==> config.mk <==
export PLATFORM = sky130hd
export DESIGN_NAME = uart_tx_dbuf
export DESIGN_NICKNAME = d
export VERILOG_FILES = /design/src/rtl/uart_tx_pkg.sv /design/src/rtl/uart_tx_baud.sv /design/src/rtl/uart_tx_holdreg.sv /design/src/rtl/uart_tx_shifter.sv /design/src/rtl/uart_tx_dbuf.sv
export SDC_FILE = /design/constraint.sdc
export NUM_CORES = 1
export LEC_CHECK = 0
export ABC_AREA = 0
export CAP_MARGIN = 10
export CORE_MARGIN = 2
export CORE_UTILIZATION = 68
export CTS_CLUSTER_SIZE = 30
export DETAILED_ROUTE_END_ITERATION = 16
export DONT_BUFFER_PORTS = 1
export GPL_TIMING_DRIVEN = 0
export PLACE_DENSITY = 0.8
export SLEW_MARGIN = 20
export SYNTH_ARGS = -nofsm -noshare
export SYNTH_HDL_FRONTEND = slang
export SYNTH_SLANG_ARGS = --single-unit
export TNS_END_PERCENT = 100
==> constraint.sdc <==
create_clock -name clk -period 5.8 [get_ports clk]
set_clock_uncertainty 0.05 [all_clocks]
set_input_delay 0.29 -clock clk [delete_from_list [all_inputs] [get_ports clk]]
set_output_delay 0.29 -clock clk [all_outputs]
set_load 0.02 [all_outputs]
==> src/rtl/uart_tx_pkg.sv <==
package uart_tx_pkg;
  localparam int OVS      = 16;
  localparam int CHAR_MAX = 9;
  localparam int FRAME_W  = 1 + CHAR_MAX + 1 + 2;
  localparam int LEN_W    = $clog2(FRAME_W + 1);
  localparam int SUB_W    = $clog2(OVS);

  typedef struct packed {
    logic [1:0] char_len;
    logic       par_en;
    logic       par_odd;
    logic       two_stop;
  } fmt_t;

  function automatic int unsigned char_count(logic [1:0] code);
    case (code)
      2'd0:    return 7;
      2'd1:    return 8;
      default: return 9;
    endcase
  endfunction

  function automatic logic [FRAME_W-1:0] build_frame(logic [CHAR_MAX-1:0] d, fmt_t f);
    logic [FRAME_W-1:0] v;
    logic               p;
    int unsigned        n;
    n = char_count(f.char_len);
    v = '1;
    v[0] = 1'b0;
    p = f.par_odd;
    for (int i = 0; i < CHAR_MAX; i++) begin
      if (i < n) begin
        v[1+i] = d[i];
        p      = p ^ d[i];
      end
    end
    for (int j = 1; j < FRAME_W; j++) begin
      if (f.par_en && (j == n + 1)) v[j] = p;
    end
    return v;
  endfunction

  function automatic logic [LEN_W-1:0] frame_len(fmt_t f);
    int unsigned l;
    l = 2 + char_count(f.char_len) + (f.par_en ? 1 : 0) + (f.two_stop ? 1 : 0);
    return LEN_W'(l);
  endfunction
endpackage

==> src/rtl/uart_tx_baud.sv <==
module uart_tx_baud #(
  parameter int DIV_W = 8
) (
  input  logic             clk,
  input  logic             rst_n,
  input  logic [DIV_W-1:0] div,
  input  logic             clr,
  output logic             tick
);
  logic [DIV_W-1:0] cnt;

  assign tick = (cnt == div);

  always_ff @(posedge clk or negedge rst_n) begin
    if (!rst_n)      cnt <= '0;
    else if (clr)    cnt <= '0;
    else if (tick)   cnt <= '0;
    else             cnt <= cnt + 1'b1;
  end

  AST_TICK_SPACING: assert property (@(posedge clk) disable iff (!rst_n)
    (tick && !clr && div != '0 && $stable(div)) |=> !tick);
endmodule

==> src/rtl/uart_tx_holdreg.sv <==
module uart_tx_holdreg #(
  parameter int DW = 9
) (
  input  logic          clk,
  input  logic          rst_n,
  input  logic          wr_valid,
  input  logic [DW-1:0] wr_data,
  input  logic          take,
  output logic          full,
  output logic [DW-1:0] data
);
  logic accept;
  assign accept = wr_valid && !full;

  always_ff @(posedge clk or negedge rst_n) begin
    if (!rst_n) begin
      full <= 1'b0;
      data <= '0;
    end else if (accept) begin
      full <= 1'b1;
      data <= wr_data;
    end else if (take) begin
      full <= 1'b0;
    end
  end

  AST_FULL_HOLDS: assert property (@(posedge clk) disable iff (!rst_n)
    (full && !take) |=> (full && $stable(data)));
endmodule

==> src/rtl/uart_tx_shifter.sv <==
module uart_tx_shifter
  import uart_tx_pkg::*;
(
  input  logic                clk,
  input  logic                rst_n,
  input  logic                tick,
  input  logic                tx_en,
  input  logic                buf_full,
  input  logic [CHAR_MAX-1:0] buf_data,
  input  fmt_t                fmt,
  output logic                load,
  output logic                frame_end,
  output logic                busy,
  output logic                txd
);
  logic [FRAME_W-1:0] shreg;
  logic [LEN_W-1:0]   len;
  logic [LEN_W-1:0]   bit_idx;
  logic [SUB_W-1:0]   sub;
  logic               bit_end;

  assign bit_end   = busy && tick && (sub == SUB_W'(OVS - 1));
  assign frame_end = bit_end && (bit_idx == len - 1'b1);
  assign load      = tx_en && buf_full && (!busy || frame_end);
  assign txd       = shreg[0];

  always_ff @(posedge clk or negedge rst_n) begin
    if (!rst_n) begin
      shreg   <= '1;
      len     <= '0;
      bit_idx <= '0;
      sub     <= '0;
      busy    <= 1'b0;
    end else if (load) begin
      shreg   <= build_frame(buf_data, fmt);
      len     <= frame_len(fmt);
      bit_idx <= '0;
      sub     <= '0;
      busy    <= 1'b1;
    end else if (busy && tick) begin
      if (bit_end) begin
        sub <= '0;
        if (frame_end) begin
          busy  <= 1'b0;
          shreg <= '1;
        end else begin
          shreg   <= {1'b1, shreg[FRAME_W-1:1]};
          bit_idx <= bit_idx + 1'b1;
        end
      end else begin
        sub <= sub + 1'b1;
      end
    end
  end

  AST_LOAD_GATED: assert property (@(posedge clk) disable iff (!rst_n)
    load |-> (tx_en && buf_full));
  AST_IDLE_HIGH: assert property (@(posedge clk) disable iff (!rst_n)
    !busy |-> txd);
endmodule

==> src/rtl/uart_tx_dbuf.sv <==
module uart_tx_dbuf
  import uart_tx_pkg::*;
#(
  parameter int DIV_W = 8
) (
  input  logic                clk,
  input  logic                rst_n,
  input  logic [DIV_W-1:0]    baud_div,
  input  logic                tx_en,
  input  logic [1:0]          char_len,
  input  logic                par_en,
  input  logic                par_odd,
  input  logic                two_stop,
  input  logic                irq_on_done,
  input  logic                wr_valid,
  output logic                wr_ready,
  input  logic [CHAR_MAX-1:0] wr_data,
  output logic                txd,
  output logic                buf_empty,
  output logic                tx_done,
  output logic                irq
);
  logic                tick;
  logic                load;
  logic                frame_end;
  logic                busy;
  logic                full;
  logic [CHAR_MAX-1:0] held;
  fmt_t                fmt;

  assign fmt = '{char_len: char_len, par_en: par_en, par_odd: par_odd, two_stop: two_stop};

  uart_tx_baud #(.DIV_W(DIV_W)) u_baud (
    .clk(clk), .rst_n(rst_n), .div(baud_div), .clr(load), .tick(tick)
  );

  uart_tx_holdreg #(.DW(CHAR_MAX)) u_hold (
    .clk(clk), .rst_n(rst_n), .wr_valid(wr_valid), .wr_data(wr_data),
    .take(load), .full(full), .data(held)
  );

  uart_tx_shifter u_shift (
    .clk(clk), .rst_n(rst_n), .tick(tick), .tx_en(tx_en), .buf_full(full),
    .buf_data(held), .fmt(fmt), .load(load), .frame_end(frame_end),
    .busy(busy), .txd(txd)
  );

  always_ff @(posedge clk or negedge rst_n) begin
    if (!rst_n) irq <= 1'b0;
    else        irq <= irq_on_done ? frame_end : load;
  end

  assign buf_empty = !full;
  assign wr_ready  = !full;
  assign tx_done   = !busy && !full;

  AST_LOAD_EMPTIES: assert property (@(posedge clk) disable iff (!rst_n)
    load |=> buf_empty);
  AST_IRQ_SINGLE: assert property (@(posedge clk) disable iff (!rst_n)
    irq |=> !irq);
endmodule

==> results of run 1 <==
[layer usage]
layer | track usage (%) | vias up
li1 | - | 818
met1 | 30.07 | 828
met2 | 38.15 | 33
met3 | 6.866 | 8
met4 | 8.696 | 0
met5 | 0 | -
[worst reg2reg max path: stages, from the launching register on]
cell	delay, ns
dfrtp_1	0.41
inv_1	0.08
ha_1	0.30
xnor2_1	0.16
nor4_4	0.57
a31o_2	0.34
mux2_1	0.34
[worst min path at each step]
stage,to,slack [ns],depth (start not counted)
2_1_floorplan,irq,-0.06,0
3_3_place_gp,u_shift.sub[2],-0.05,0
3_5_place_dp,u_shift.sub[2],-0.05,0
4_1_cts,u_hold.full,0.006,2
5_1_grt,u_hold.data[3],0.002,1
6_report,u_hold.data[3],0.03,1
[where the power goes]
group	switching, mW	leakage (nW)	internal [mW]
Sequential	0.0729	0.533	0.408
Combinational	0.144	0.535	0.164
Clock	0.0902	0.0265	0.0484
Total	0.307	1.09	0.621
[synth_stat cells, drive strengths merged (2+ instances only)]
library cell  number
a21oi             10
and3               2
buf                6
clkbuf             2
dfrtp             32
dfstp             13
ha                 8
inv                9
mux2              10
mux2i              6
nand2             15
nand2b             3
nand3             12
nand4              2
nor2              29
nor2b              2
nor3               6
nor4               2
o21ai             11
o221ai             2
o22ai              4
or3                2
xnor2             21
xor2              10
[through the flow]
| step | cells | hold WS, ns | instance area (um2) | utilization (%) |
|---|---|---|---|---|
| floorplan | 233 | -0.05559 | 2451 | - |
| finish | 291 | 0.02784 | 2608 | 76.93 |
| detailed placement | 279 | -0.05459 | 2509 | 74.01 |
| global route | 291 | 0.001930 | 2608 | 76.93 |
| CTS | 290 | 0.006026 | 2597 | 76.63 |
| global placement | 279 | -0.05459 | 2509 | 74.01 |
[registers in the layout, indices dropped and copies added, names as in the netlist]
name	cells
u_shift.len	4
u_shift.bit_idx	4
u_shift.sub	4
u_shift.busy	1
u_hold.full	1
u_baud.cnt	8
u_shift.shreg	13
irq	1
u_hold.data	9
[timing repair]
| action | in CTS | in global routing |
|---|---|---|
| hold buffers | 3 | 1 |
| hold endpoints to repair | 46 | 1 |
| setup endpoints to repair | 0 | 0 |
| gates resized for setup | 0 | 0 |
[logic make-up after synthesis]
| group | share of synthesized area (%) |
|---|---|
| buffers and inverters | 3.726 |
| muxes | 7.045 |
| AOI/OAI and AO/OA | 9.342 |
| DFF | 46.61 |
| adders and majority gates | 4.901 |
| and+or+nand+nor | 16.39 |
| xor gates and xnor gates | 12.00 |
[final cells by class]
class	instances	area (um2)	share of cell area [%]
multi-input combinational	171	1217	46.69
sequential	45	1142	43.81
buffer	8	57.56	2.207
tap	46	57.56	2.207
timing repair buffer	4	50.05	1.919
clock buffer	8	48.80	1.871
inverter	9	33.78	1.296
==> results.json, run 1 <==
{
  "criticalPathCategory": "flip-flop to flip-flop",
  "clkTransAtPathRegs_ns": 0.11,
  "drv_cap": 0,
  "diodes": 0,
  "min_from": "wr_data[3]",
  "crit_start": "u_shift.len[0]",
  "numCtsBuffers": 5,
  "drt_iter0_drc": 109,
  "critPathBufInv": 1,
  "synth_seq_cells": 45,
  "firstDrtPassIters": 4,
  "rr_endpoint": "u_shift.len[2]",
  "highest_layer": "met4",
  "die_h_um": 64.04,
  "core_area_um2": 3390,
  "worstRegToRegCells": 6,
  "post-route-min-period_ns": 2.366,
  "slew_viol_final": 0,
  "status": "complete, no violations",
  "timing.fmax_mhz": 422.6,
  "seq_area_frac_synth_pct": 46.61,
  "start_util_pct": 72.31,
  "grt_max_degree": 46,
  "worstSetupStartpointType": "flip-flop",
  "pre_cts_ws_ns": 3.372,
  "leakage_nw": 1.094,
  "io_buffers": 0,
  "place_hpwl_mm": 3.107,
  "clockBufferDepth": 2,
  "grt-ovfl-total": 0,
  "cp_top_family": "simple AND/OR/NAND/NOR gates",
  "endpoint": "u_shift.len[2]",
  "cts.sinks": 45,
  "vias_per_cell": 5.797,
  "synth-edff-count": 0,
  "fillers": 224,
  "yosys.area.top_type": "dfrtp_1",
  "layout_setup_ws_ns": 3.434,
  "wl_met2_mm": 2.076,
  "synth_ff_type": "dfrtp_1",
  "async_flop_share_pct": 100.0,
  "worst_pin_slew_ns": 0.6275,
  "crit_arrival_ns": 2.56,
  "drive_gt1_share_pct": 17.14,
  "drtAntennaViolNets": 0,
  "setup_violations": 0,
  "synth_area_per_cell_um2": 10.52,
  "ys_warn_count": 0,
  "vias": 1687,
  "clockRootBuffer": "clkbuf_4",
  "ioPinCount": 32,
  "netlist_instances": 233,
  "end_kind": "flip-flop",
  "routed-wl-met3_um": 164,
  "cp_data_required_time_ns": 5.99,
  "layout.nets": 280,
  "htreeDepth": 2,
  "postCtsSetupBuffers": 0,
  "die_w_um": 64.04,
  "layout.cells.most_common_list": "dfrtp_1 (32), nor2_1 (29), xnor2_1 (21)",
  "tns_ns": 0,
  "power_mw": 0.9282,
  "grt_pass1_vias": 1726,
  "synth.distinct_cells": 45,
  "grt_pass1_wl_mm": 7.472,
  "netlist_area_um2": 2451,
  "slew_headroom_pct": 58.16,
  "totalWireLength_mm": 4.236,
  "cpPeakStageDelay_ns": 0.57,
  "syn_to_final_growth_pct": 6.381,
  "crit_chain": "inv_1, ha_1, xnor2_1, nor4_4, a31o_2, mux2_1",
  "drcViolationCount": 0,
  "final.period_utilization_pct": 40.80,
  "ff2ff_setup_slack_ns": 3.43,
  "reg2reg_from": "u_shift.len[0]",
  "worstPathMaxFanout": 9,
  "track_usage_pct": 23.57,
  "die_area_um2": 4100,
  "cp_slowest_cell": "nor4_4",
  "row_count": 21,
  "wl_met1_mm": 1.911,
  "synth.top_cell.area_share_pct": 32.67,
  "clk_latency_ns": 0.36,
  "ir_drop_v": 0.0003082,
  "cp.depth": 6,
  "gp_congestion": 0.8766,
  "cts_tree": "done",
  "grt_antenna_before_repair": 0,
  "ys_top_cells_by_area": "dfrtp_1 (33%), dfstp_2 (14%), xnor2_1 (7.5%)",
  "synth_nets": 269,
  "hp-class": "primary input to flip-flop",
  "wire_per_inst_um": 14.56,
  "final_common_cell": "dfrtp_1",
  "hold_viol_final": 0,
  "power_per_cell_area_nw_per_um2": 356.0,
  "rsz0062_at_grt": "no"
}
Note: power is estimated with default switching activity, not from simulation.
==> inputs of run 2 (changes only) <==
ABC_AREA = 1   (was 0)
CORE_UTILIZATION = 64   (was 68)
PLACE_DENSITY = 0.76   (was 0.8)
clock period = 2.4 ns   (was 5.8 ns; I/O delays follow)
==> run 2 against run 1 <==
Compared with the run above:
- combinational power up 8.8%
- via count up 41%
- clock-buffer cell count down 1
- sequential power up 90%
- maximum frequency up 8.2%
- worst hold slack better by 0.028 ns
- synthesized cell count up 64%
- utilization down 3.4 points
==> results.json, run 2 <==
{
  "worstPathMaxFanout": 10,
  "fillers": 362,
  "ioPinCount": 32,
  "synth_area_per_cell_um2": 7.419,
  "drv_cap": 0,
  "clk_latency_ns": 0.29,
  "io_buffers": 0,
  "status": "complete, no violations",
  "grt_antenna_before_repair": 0,
  "start_util_pct": 65.54,
  "async_flop_share_pct": 100.0,
  "drive_gt1_share_pct": 13.24,
  "die_area_um2": 4977,
  "top_regs": "u_shift.shreg (13), u_hold.data (9), u_baud.cnt (8)",
  "synth-edff-count": 0,
  "ys_top_cells_by_area": "dfrtp_1 (28%), nand2_1 (17%), dfstp_2 (12%)",
  "hold_viol_final": 0,
  "drtAntennaViolNets": 0,
  "power_per_cell_area_nw_per_um2": 539.1,
  "yosysMostFrequentCell": "nand2_1",
  "synth_seq_cells": 45,
  "rr_endpoint": "u_shift.sub[0]",
  "vias_per_cell": 5.157,
  "post-route-min-period_ns": 2.187,
  "layout.cells.most_common_list": "nand2_1 (129), inv_1 (58), nor2_1 (32), dfrtp_1 (32), nand3_1 (30)",
  "reg2reg_from": "u_shift.len[0]",
  "yosys.area.top_type": "dfrtp_1",
  "cts.sinks": 45,
  "clkTransAtPathRegs_ns": 0.08,
  "vias": 2372,
  "netlist_area_um2": 2834,
  "worst_pin_slew_ns": 0.4370,
  "grt_max_degree": 46,
  "wire_per_inst_um": 11.93,
  "grt_pass1_wl_mm": 10.07,
  "numCtsBuffers": 5,
  "fin_area_um2": 3178,
  "final_common_cell": "nand2_1",
  "holdPathStages": 3,
  "worstRegToRegCells": 13,
  "crit_arrival_ns": 2.32,
  "ff2ff_setup_slack_ns": 0.21,
  "worstSetupStartpointType": "flip-flop",
  "hold_end": "u_shift.len[0]",
  "row_count": 24,
  "power_mw": 1.713,
  "leakage_nw": 1.706,
  "synth.distinct_cells": 36,
  "criticalPathCategory": "flip-flop to flip-flop",
  "slew_headroom_pct": 70.87,
  "netlist_instances": 382,
  "grt-ovfl-total": 0,
  "gp_congestion": 0.7508,
  "drt_iter0_drc": 107,
  "setup_violations": 0,
  "track_usage_pct": 24.98,
  "cts.repair.resized": 0,
  "hp-class": "primary input to flip-flop",
  "end_kind": "flip-flop",
  "clockBufferDepth": 2,
  "layout.nets": 444,
  "drcViolationCount": 0,
  "seq_area_frac_synth_pct": 40.31,
  "place_hpwl_mm": 4.061,
  "diodes": 0,
  "slew_viol_final": 0,
  "ir_drop_v": 0.0004088,
  "core_area_um2": 4324,
  "holdWs_ns": 0.05540,
  "htreeDepth": 2,
  "largest_reg_flops": 13,
  "totalWireLength_mm": 5.488,
  "cp_data_required_time_ns": 2.54,
  "grt_pass1_vias": 2382,
  "ys_warn_count": 0,
  "timing.fmax_mhz": 457.2,
  "cts_tree": "done",
  "top_register": "u_shift.shreg",
  "synth_nets": 418,
  "synth.top_cell.area_share_pct": 28.26,
  "firstDrtPassIters": 4,
  "clockRootBuffer": "clkbuf_8",
  "synth_common_cells": "nand2_1 (129), inv_1 (58), dfrtp_1 (32), nor2_1 (32), nand3_1 (30)",
  "placed_area_um2": 2899,
  "final.period_utilization_pct": 91.14,
  "syn_to_final_growth_pct": 12.14,
  "die_w_um": 70.55,
  "synth_ff_type": "dfrtp_1",
  "die_h_um": 70.55,
  "min_from": "two_stop"
}
[run 2: how the worst max path moves through the flow]
stage                        start            endpoint  slack [ns]  depth (start not counted)
floorplan           u_shift.len[0]      u_shift.sub[0]        0.42                         13
global placement    u_shift.len[0]       u_baud.cnt[6]        0.15                         13
detailed placement  u_shift.len[0]  u_shift.bit_idx[0]        0.12                         13
CTS                 u_shift.len[0]       u_baud.cnt[6]        0.10                         13
global route        u_shift.len[0]      u_shift.sub[0]       -0.01                         13
finish              u_shift.len[0]      u_shift.sub[0]        0.21                         13
[run 2: worst max-delay path, stage by stage (launching register included)]
cell and delay (ns):
dfrtp_1 0.38, inv_1 0.08, ha_1 0.31, nand2_1 0.07, inv_1 0.04, nor2_1 0.12
nand3_1 0.13, a21oi_4 0.15, nand2_4 0.11, o21bai_4 0.25, nand2_4 0.10, buf_6 0.16
nand3_1 0.07, nand2_1 0.05
[run 2: cell families after synthesis]
kind of cell	share of synthesized area (%)
AOI/OAI and AO/OA	6.491
xor gates and xnor gates	4.327
buffers and inverters	9.845
muxes	1.192
and+or+nand+nor	33.60
DFF	40.31
adders and majority gates	4.239
[run 2: per-layer routing]
| metal | wire length [um] | part of all wire [%] | global-route usage (%) |
|---|---|---|---|
| met1 | 2402 | 44 | 31.14 |
| met5 | 0 | 0 | 0 |
| met3 | 211 | 3.8 | 4.558 |
| met2 | 2796 | 51 | 44.86 |
| met4 | 79 | 1.4 | 6.709 |
[run 2: layout make-up]
type / instances / area (um2) / area share, %
multi-input combinational: 270 / 1413 / 44.45
sequential: 45 / 1142 / 35.94
inverter: 60 / 225.2 / 7.087
timing repair buffer: 19 / 192.7 / 6.063
clock buffer: 7 / 86.33 / 2.717
tap: 52 / 65.06 / 2.047
buffer: 7 / 53.80 / 1.693
[run 2: what timing repair did]
item | in CTS | in global routing
endpoints found under the hold margin | 56 | 0
hold buffers | 13 | 0
buffers inserted | 0 | 6
setup endpoints to repair | 0 | 25
[run 2: where the power goes]
| group | switching (mW) | internal, mW | leakage, nW | total, mW |
|---|---|---|---|---|
| Combinational | 0.172 | 0.163 | 1.15 | 0.335 |
| Clock | 0.237 | 0.229 | 0.0443 | 0.466 |
| Sequential | 0.0824 | 0.831 | 0.513 | 0.913 |
[run 2: through the flow]
| step | setup TNS, ns | utilization [%] | setup WS (ns) | instances |
|---|---|---|---|---|
| detailed placement | 0 | 67.04 | 0.1181 | 434 |
| floorplan | 0 | - | 0.4158 | 382 |
| global route | -0.009512 | 73.50 | -0.009512 | 460 |
| finish | 0 | 73.50 | 0.2126 | 460 |
| global placement | 0 | 67.04 | 0.1514 | 434 |
| CTS | 0 | 72.45 | 0.1005 | 454 |
==> inputs of run 3 (changes only) <==
CORE_UTILIZATION = 63   (was 64)
PLACE_DENSITY = 0.75   (was 0.76)
SYNTH_HIERARCHICAL = 1   (was unset)
==> run 3 against run 2 <==
Compared with the run above:
- final area grew 1.7%
- maximum frequency shrank 3.7%
- global-route usage shrank 1.6 points
- clock power shrank 3%
- combinational power grew to 3.2 times the previous value
- synthesized cell count shrank 0.52%
- cell count grew 0.65%
- highest routed layer unchanged
- via count shrank 0.17%
- clock-buffer cell count shrank 1
==> results.json, run 3 <==
{
  "status": "complete, no violations",
  "post-route-min-period_ns": 2.272,
  "crit_start": "u_baud/cnt[5]",
  "drt_iter0_drc": 86,
  "synth_nets": 416,
  "top_regs": "u_shift/shreg (13), u_hold/data (9), u_baud/cnt (8)",
  "die_h_um": 70.63,
  "grt_pass1_wl_mm": 9.328,
  "synth-edff-count": 0,
  "wire_per_inst_um": 11.95,
  "core_area_um2": 4324,
  "holdPathStages": 3,
  "final.period_utilization_pct": 94.67,
  "start_util_pct": 64.67,
  "drv_cap": 0,
  "row_count": 24,
  "worst_pin_slew_ns": 0.4179,
  "yosys.area.top_type": "dfrtp_1",
  "htreeDepth": 2,
  "slew_viol_final": 0,
  "layout_setup_ws_ns": 0.1279,
  "tns_ns": 0,
  "worstSetupStartpointType": "flip-flop",
  "worstPathMaxFanout": 12,
  "hp-class": "primary input to flip-flop",
  "hold_end": "u_hold/data[2]",
  "track_usage_pct": 23.39,
  "netlist_area_um2": 2796,
  "synth_ff_type": "dfrtp_1",
  "die_w_um": 70.63,
  "fin_util_pct": 74.71,
  "yosysMostFrequentCell": "nand2_1",
  "reg2reg_from": "u_baud/cnt[5]",
  "pre_cts_ws_ns": -0.1983,
  "synth.distinct_cells": 35,
  "ioPinCount": 32,
  "drcViolationCount": 0,
  "clkTransAtPathRegs_ns": 0.08,
  "grt_max_degree": 46,
  "async_flop_share_pct": 100.0,
  "fillers": 352,
  "syn_to_final_growth_pct": 15.53,
  "grt_antenna_before_repair": 0,
  "power_mw": 2.754,
  "largest_reg_flops": 13,
  "io_buffers": 0,
  "ff2ff_setup_slack_ns": 0.13,
  "ys_top_cells_by_area": "dfrtp_1 (29%), nand2_1 (17%), dfstp_2 (12%)",
  "clk_latency_ns": 0.30,
  "ir_drop_v": 0.0005463,
  "synth_common_cells": "nand2_1 (128), inv_1 (58), nor2_1 (37), dfrtp_1 (32), nand3_1 (20)",
  "vias": 2368,
  "ys_warn_count": 6,
  "hold_viol_final": 0,
  "worstRegToRegCells": 18,
  "place_hpwl_mm": 3.832,
  "criticalPathCategory": "flip-flop to flip-flop",
  "setup_violations": 0,
  "final_common_cell": "nand2_1",
  "diodes": 0,
  "numCtsBuffers": 5,
  "synth_seq_cells": 45,
  "vias_per_cell": 5.114,
  "grt-ovfl-total": 0,
  "rr_endpoint": "u_baud/cnt[0]",
  "firstDrtPassIters": 4,
  "drive_gt1_share_pct": 17.03,
  "cts.sinks": 45,
  "cp_data_required_time_ns": 2.54,
  "clockBufferDepth": 2,
  "min_from": "wr_valid",
  "end_kind": "flip-flop",
  "synth_area_per_cell_um2": 7.359,
  "leakage_nw": 1.708,
  "totalWireLength_mm": 5.531,
  "multi_input_area_um2": 1409,
  "die_area_um2": 4988,
  "cts_tree": "done",
  "drtAntennaViolNets": 0,
  "grt_pass1_vias": 2234,
  "gp_congestion": 0.8043,
  "layout.nets": 446,
  "timing.fmax_mhz": 440.1,
  "power_per_cell_area_nw_per_um2": 852.4,
  "slew_headroom_pct": 72.14,
  "netlist_instances": 380,
  "top_register": "u_shift/shreg",
  "synth.top_cell.area_share_pct": 28.64,
  "regArea_um2": 1142,
  "crit_arrival_ns": 2.41,
  "layout.cells.most_common_list": "nand2_1 (127), inv_1 (56), nor2_1 (35)",
  "clockRootBuffer": "clkbuf_8",
  "seq_area_frac_synth_pct": 40.85
}
==> run 3: changes by cell type after synthesis, moves of 3 or more <==
cell      previous run  this run
nand3_1             30        20
mux2_2               3         0
or2_0                0         3
o21ai_2              1         4
nand2_2              0         5
o21ai_0              6        12
a21oi_1             16         4
nor3_2               5         2
nor2_1              32        37
o22ai_1              0         4
o211ai_1             0         4
inv_2                1         5
==> run 3: power by group <==
part	internal [mW]	switching, mW	total (mW)
Clock	0.202	0.248	0.450
Sequential	1.02	0.201	1.22
Combinational	0.443	0.638	1.08
==> run 3: layout make-up <==
class	count	share of cell area [%]
multi-input cells	266	43.61
flip-flops and latches	45	35.36
inverters	63	7.552
repair buffers	23	7.126
clock buffers	6	2.246
well taps	52	2.014
plain buffers	6	1.782
clock inverters	2	0.3098
==> run 3: worst max-delay path by stage <==
stage / slack, ns / cells past startpoint / end
after floorplan: 0.26 / 18 / u_baud/cnt[0]
after global placement: -0.07 / 16 / u_baud/cnt[0]
after detailed placement: -0.20 / 16 / u_baud/cnt[0]
after CTS: 0.02 / 18 / u_baud/cnt[0]
after global routing: -0.05 / 17 / u_shift/shreg[2]
final: 0.13 / 18 / u_baud/cnt[0]
==> run 3: layer usage <==
metal / part of all wire [%] / global-route usage, % / routed length (um) / vias up
met5: 0 / 0 / 0 / -
met4: 2.2 / 9.224 / 121 / 0
met2: 51 / 41.93 / 2827 / 51
met3: 4.0 / 5.271 / 220 / 11
met1: 43 / 27.26 / 2361 / 1085
li1: - / - / - / 1221
==> run 3: cell families (layout without fill, tap and decap cells) <==
logic type / after synthesis / in the layout / synth area share (%)
adders and majority gates: 9 / 9 / 4.295
DFF: 45 / 45 / 40.85
xor gates and xnor gates: 13 / 13 / 4.072
buffers and inverters: 69 / 100 / 10.29
and+or+nand+nor: 210 / 210 / 32.48
AOI/OAI and AO/OA: 34 / 34 / 8.009
==> run 3: stage by stage <==
stage / hold slack, ns / std cells / cell area, um2
floorplan: -0.2256 / 380 / 2796
global placement: -0.2246 / 432 / 2861
detailed placement: -0.2248 / 432 / 2861
CTS: 0.04116 / 459 / 3147
global route: 0.05754 / 463 / 3231
finish: 0.05599 / 463 / 3231
==> run 3: timing repair <==
item,in CTS,in global routing
hold endpoints to repair,57,0
setup buffers,6,4
endpoints found under the setup margin,14,32
pin swaps,3,10
hold buffers,13,0
gates resized for setup,5,13
==> run 3: worst max-delay path, cell delays in order, from the launching register on <==
cell     delay (ns)
dfrtp_1        0.41
inv_2          0.09
nand2_1        0.06
nand2_1        0.05
nand2_1        0.05
nor2_1         0.12
nand2_2        0.08
inv_2          0.06
nand2_2        0.06
inv_2          0.12
nand3_4        0.08
nor2_4         0.16
nand2_2        0.11
o21ai_4        0.17
nand2_4        0.13
inv_8          0.12
inv_1          0.07
nand2_4        0.12
nor2_1         0.05
